==> config.mk <==
export PLATFORM = sky130hd
export DESIGN_NAME = wait_strobe_seq
export DESIGN_NICKNAME = d
export VERILOG_FILES = /design/src/rtl/wss_pkg.sv /design/src/rtl/wss_sync.sv /design/src/rtl/wss_core.sv /design/src/rtl/wait_strobe_seq.sv
export SDC_FILE = /design/constraint.sdc
export NUM_CORES = 1
export LEC_CHECK = 0
export ABC_AREA = 1
export BUFFER_PORTS_ARGS = -buffer_cell sky130_fd_sc_hd__buf_4
export CORE_MARGIN = 2
export CORE_UTILIZATION = 59
export CTS_CLUSTER_SIZE = 10
export DETAILED_ROUTE_END_ITERATION = 10
export PLACE_DENSITY_LB_ADDON = 0.2
export SLEW_MARGIN = 5
export SYNTH_ARGS = -nofsm -noshare
export SYNTH_HDL_FRONTEND = slang
export SYNTH_HIERARCHICAL = 1
export SYNTH_SLANG_ARGS = --single-unit
==> constraint.sdc <==
create_clock -name clk -period 2.5 [get_ports clk]
set_input_delay 0.375 -clock clk [delete_from_list [all_inputs] [get_ports clk]]
set_output_delay 0.375 -clock clk [all_outputs]
set_load 0.02 [all_outputs]
==> src/rtl/wss_pkg.sv <==
package wss_pkg;
    localparam int CNT_W = 6;

    typedef enum logic [2:0] {
        PH_IDLE  = 3'd0,
        PH_SETUP = 3'd1,
        PH_PULSE = 3'd2,
        PH_HOLD  = 3'd3,
        PH_DONE  = 3'd4
    } phase_e;

    localparam logic [1:0] WMODE_FREEZE = 2'd2;
    localparam logic [1:0] WMODE_READY  = 2'd3;

    typedef struct packed {
        phase_e           phase;
        logic [CNT_W-1:0] cnt;
        logic             is_wr;
        logic [1:0]       mode;
        logic [CNT_W-1:0] pulse;
        logic [CNT_W-1:0] hold;
    } seq_regs_t;
endpackage

==> src/rtl/wss_sync.sv <==
module wss_sync #(
    parameter int STAGES = 2
) (
    input  logic clk,
    input  logic rst_n,
    input  logic async_i,
    output logic sync_o
);
    logic [STAGES-1:0] chain_d, chain_q;

    generate
        if (STAGES == 1) begin : g_single
            always_comb chain_d = async_i;
        end else begin : g_multi
            always_comb chain_d = {chain_q[STAGES-2:0], async_i};
        end
    endgenerate

    always_ff @(posedge clk) begin
        if (!rst_n) chain_q <= '0;
        else        chain_q <= chain_d;
    end

    assign sync_o = chain_q[STAGES-1];
endmodule

==> src/rtl/wss_core.sv <==
module wss_core
    import wss_pkg::*;
(
    input  logic             clk,
    input  logic             rst_n,
    input  logic             req_i,
    input  logic             write_i,
    input  logic [CNT_W-1:0] setup_cyc_i,
    input  logic [CNT_W-1:0] pulse_cyc_i,
    input  logic [CNT_W-1:0] hold_cyc_i,
    input  logic [1:0]       wait_mode_i,
    input  logic             wait_s_i,
    output phase_e           phase_o,
    output logic [CNT_W-1:0] cnt_o,
    output logic [1:0]       mode_o,
    output logic             is_wr_o
);
    localparam logic [CNT_W-1:0] ONE = CNT_W'(1);

    seq_regs_t r_d, r_q;
    logic [CNT_W-1:0] pulse_eff;
    logic             last_cnt;
    logic             stall;

    always_comb begin
        r_d       = r_q;
        pulse_eff = (pulse_cyc_i == '0) ? ONE : pulse_cyc_i;
        last_cnt  = (r_q.cnt == ONE);
        stall     = 1'b0;
        if (r_q.phase == PH_PULSE && wait_s_i) begin
            if (r_q.mode == WMODE_FREEZE)                 stall = 1'b1;
            else if (r_q.mode == WMODE_READY && last_cnt) stall = 1'b1;
        end

        case (r_q.phase)
            PH_IDLE: begin
                if (req_i) begin
                    r_d.is_wr = write_i;
                    r_d.mode  = wait_mode_i;
                    r_d.pulse = pulse_eff;
                    r_d.hold  = hold_cyc_i;
                    if (setup_cyc_i != '0) begin
                        r_d.phase = PH_SETUP;
                        r_d.cnt   = setup_cyc_i;
                    end else begin
                        r_d.phase = PH_PULSE;
                        r_d.cnt   = pulse_eff;
                    end
                end
            end
            PH_SETUP: begin
                if (last_cnt) begin
                    r_d.phase = PH_PULSE;
                    r_d.cnt   = r_q.pulse;
                end else begin
                    r_d.cnt = r_q.cnt - ONE;
                end
            end
            PH_PULSE: begin
                if (!stall) begin
                    if (last_cnt) begin
                        if (r_q.hold != '0) begin
                            r_d.phase = PH_HOLD;
                            r_d.cnt   = r_q.hold;
                        end else begin
                            r_d.phase = PH_DONE;
                        end
                    end else begin
                        r_d.cnt = r_q.cnt - ONE;
                    end
                end
            end
            PH_HOLD: begin
                if (last_cnt) r_d.phase = PH_DONE;
                else          r_d.cnt   = r_q.cnt - ONE;
            end
            PH_DONE: r_d.phase = PH_IDLE;
            default: r_d.phase = PH_IDLE;
        endcase
    end

    always_ff @(posedge clk) begin
        if (!rst_n) begin
            r_q       <= '0;
            r_q.phase <= PH_IDLE;
        end else begin
            r_q <= r_d;
        end
    end

    assign phase_o = r_q.phase;
    assign cnt_o   = r_q.cnt;
    assign mode_o  = r_q.mode;
    assign is_wr_o = r_q.is_wr;
endmodule

==> src/rtl/wait_strobe_seq.sv <==
module wait_strobe_seq
    import wss_pkg::*;
#(
    parameter int SYNC_STAGES = 2
) (
    input  logic             clk,
    input  logic             rst_n,
    input  logic             req_i,
    input  logic             write_i,
    input  logic [CNT_W-1:0] setup_cyc_i,
    input  logic [CNT_W-1:0] pulse_cyc_i,
    input  logic [CNT_W-1:0] hold_cyc_i,
    input  logic [1:0]       wait_mode_i,
    input  logic             ext_wait_n_i,
    output logic             ready_o,
    output logic             rd_n_o,
    output logic             wr_n_o,
    output logic             done_o
);
    logic             wait_sync;
    phase_e           phase_w;
    logic [CNT_W-1:0] cnt_w;
    logic [1:0]       mode_w;
    logic             is_wr_w;

    wss_sync #(.STAGES(SYNC_STAGES)) u_sync (
        .clk     (clk),
        .rst_n   (rst_n),
        .async_i (~ext_wait_n_i),
        .sync_o  (wait_sync)
    );

    wss_core u_core (
        .clk         (clk),
        .rst_n       (rst_n),
        .req_i       (req_i),
        .write_i     (write_i),
        .setup_cyc_i (setup_cyc_i),
        .pulse_cyc_i (pulse_cyc_i),
        .hold_cyc_i  (hold_cyc_i),
        .wait_mode_i (wait_mode_i),
        .wait_s_i    (wait_sync),
        .phase_o     (phase_w),
        .cnt_o       (cnt_w),
        .mode_o      (mode_w),
        .is_wr_o     (is_wr_w)
    );

    assign ready_o = (phase_w == PH_IDLE);
    assign done_o  = (phase_w == PH_DONE);
    assign rd_n_o  = !((phase_w == PH_PULSE) && !is_wr_w);
    assign wr_n_o  = !((phase_w == PH_PULSE) &&  is_wr_w);
endmodule

==> out/metrics.csv <==
metric;value;unit
Post-DP HPWL;2430;um
vias per inst;5.00;
clock skew;0.00511;ns
CP peak stage delay;0.58;ns
unrepaired setup endpoints after global routing;no;
met2 usage;37.6;%
antenna violations before repair;0;
GR Util All Layers;22.2;%
Design Power;0.00166;W
layout cells sized above 1;19.9;%
DRT antenna net count;0;
grt ovf;0;
vias;1455;
crit path buf inv count;1;
Lkg Pwr;0.864;nW
FP Rows;18;
slew margin rel.;48.7;%
Setup-failing EPs final;0;
synthesized area per cell;6.57;um2
Die X-Extent;55.5;um
vias in the first global route;1337;
Final Hold Viols;0;
grt peak-use layer;met2;
CP Capture Type;register;
drt initial violations;59;
CP max-delay cell;nand2_1;
worst vdd ir;667;uV
maximum root-to-sink buffer count;2;
clock sink count;26;
Max Fclk;0.595;GHz
crit path time final;1.68;ns
Post CTS Setup Buffer Count;0;
Routed WL;3160;um
CP Data Arrival Time;1.90;ns
sequential power share;37.0;%
cell area after synthesis;1560;um2
net switching power;0.000745;W
internal power;0.000920;W
post-route design area;1790;um2
Starting Density;62.5;%
Worst Path Max Fanout;29;
Antenna diodes;0;
crit share post-route;67.3;%
met3 usage;2.81;%
Most common cell on crit path;nand2_1;
largest net degree at the start of global routing;30;
Max-cap violations;0;
Setup crit start kind;register;
clock share of power;10.6;%
Area Growth Syn to Fin;14.4;%
Placed Area;1770;um2
combinational share of power;52.5;%
clk root buf;clkbuf_4;
GR Util met1;29.6;%
Clk Latency, worst-skew pair;0.31;ns
hold_buf cts;0;
Hold WC Path Type;input port to register;
core area;2500;um2
TritonCTS buffer count;3;
Power Dens Cells;931;nW/um2
CP Data Required Time;2.72;ns
die height;55.5;um
WL per Instance;10.8;um
Setup Crit Path Kind;register to register;
top-level I/O count;29;
cell family with most CP delay;simple AND/OR/NAND/NOR gates;
CP cell instances;nor3_2, nand2_1, inv_1, nand2_1, a21oi_1;
yosys warns;6;
Clock transition at path regs;0.14;ns
global-route wire length before repair;5630;um
Slew @ Worst Pin;0.768;ns
final slew viol count;0;
drt first pass iters;4;
DRC;0;
Port Buffers;28;
net count after synthesis;265;
Final TNS setup;0;ns
CTS resizes;0;
H-Tree Depth;1;
total die area;3080;um2
GPL Wtd Cong;0.866;
status;completed;
CTS tree;done;
Syn Inst Count;238;
Nets;290;
Sw Ratio;44.7;%
## state kept, by name, indices dropped and copies added, names as in the netlist
register        count
u_core/cnt_o        6
u_core/is_wr_o      1
u_core/mode_o       2
u_core/phase_o      3
u_core/r_q         12
u_sync/chain_q      2
## power groups by stage
| stage | registers, W | logic, W | clock network, W |
|---|---|---|---|
| 6_report | 0.000615 | 0.000873 | 0.000176 |
| 2_1_floorplan | 0.000601 | 0.000723 | 0 |
| 3_5_place_dp | 0.000626 | 0.000866 | 0 |
| 5_1_grt | 0.000636 | 0.00100 | 0.000199 |
| 4_1_cts | 0.000616 | 0.000872 | 0.000181 |
| 3_3_place_gp | 0.000622 | 0.000858 | 0 |
## area by class of cell
type	instances	area, um2
tap	30	37.5
inverter	40	150
multi-input combinational	164	847
timing repair buffer	28	210
fill	227	712
clock buffer	3	22.5
sequential	26	520
## layout by cell type, fill, tap and decap left out, types with 2 or more instances in the layout
cell type	count
xor2_1	3
o21ai_1	3
o22ai_1	5
nand3_1	11
a21oi_1	16
ha_1	2
buf_4	28
nor2_1	30
o21ai_0	16
nand3_2	4
inv_2	3
clkbuf_4	3
nand2_1	53
nand2_2	3
inv_1	37
nand2_4	3
dfxtp_1	26
nor2_4	2
nor2_2	3
o21bai_1	2
## worst reg2reg max path: stages (launching register included)
cell	delay [ns]
dfxtp_1	0.55
nor3_2	0.09
nand2_1	0.58
inv_1	0.21
nand2_1	0.11
a21oi_1	0.06
## final timing paths
kind                                   startpoint           endpoint  slack (ns)  cells after the start
worst max-delay path            u_core/phase_o[2]     u_core/is_wr_o        0.82                      5
worst min-delay path                 ext_wait_n_i  u_sync/chain_q[0]        0.26                      4
worst max register to register  u_core/phase_o[2]     u_core/is_wr_o        0.82                      5
worst min register to register  u_sync/chain_q[0]  u_sync/chain_q[1]        0.43                      2
## routing by layer
layer	part of all wire (%)	routed length, um	vias up
li1	-	-	795
met1	49	1550	632
met2	47	1490	26
met3	3.2	102	2
met4	0.51	16	0
met5	0	0	-
## metrics by stage
step	utilization (%)	instances	hold slack, ns	worst slack [ns]
after floorplan	-	238	0.390	1.21
after global placement	70.6	288	0.403	0.854
after detailed placement	70.6	288	0.405	0.813
after CTS	71.5	291	0.258	0.798
after global routing	71.5	291	0.256	0.611
final	71.5	291	0.262	0.818
Power figures use the tool's default switching activity.
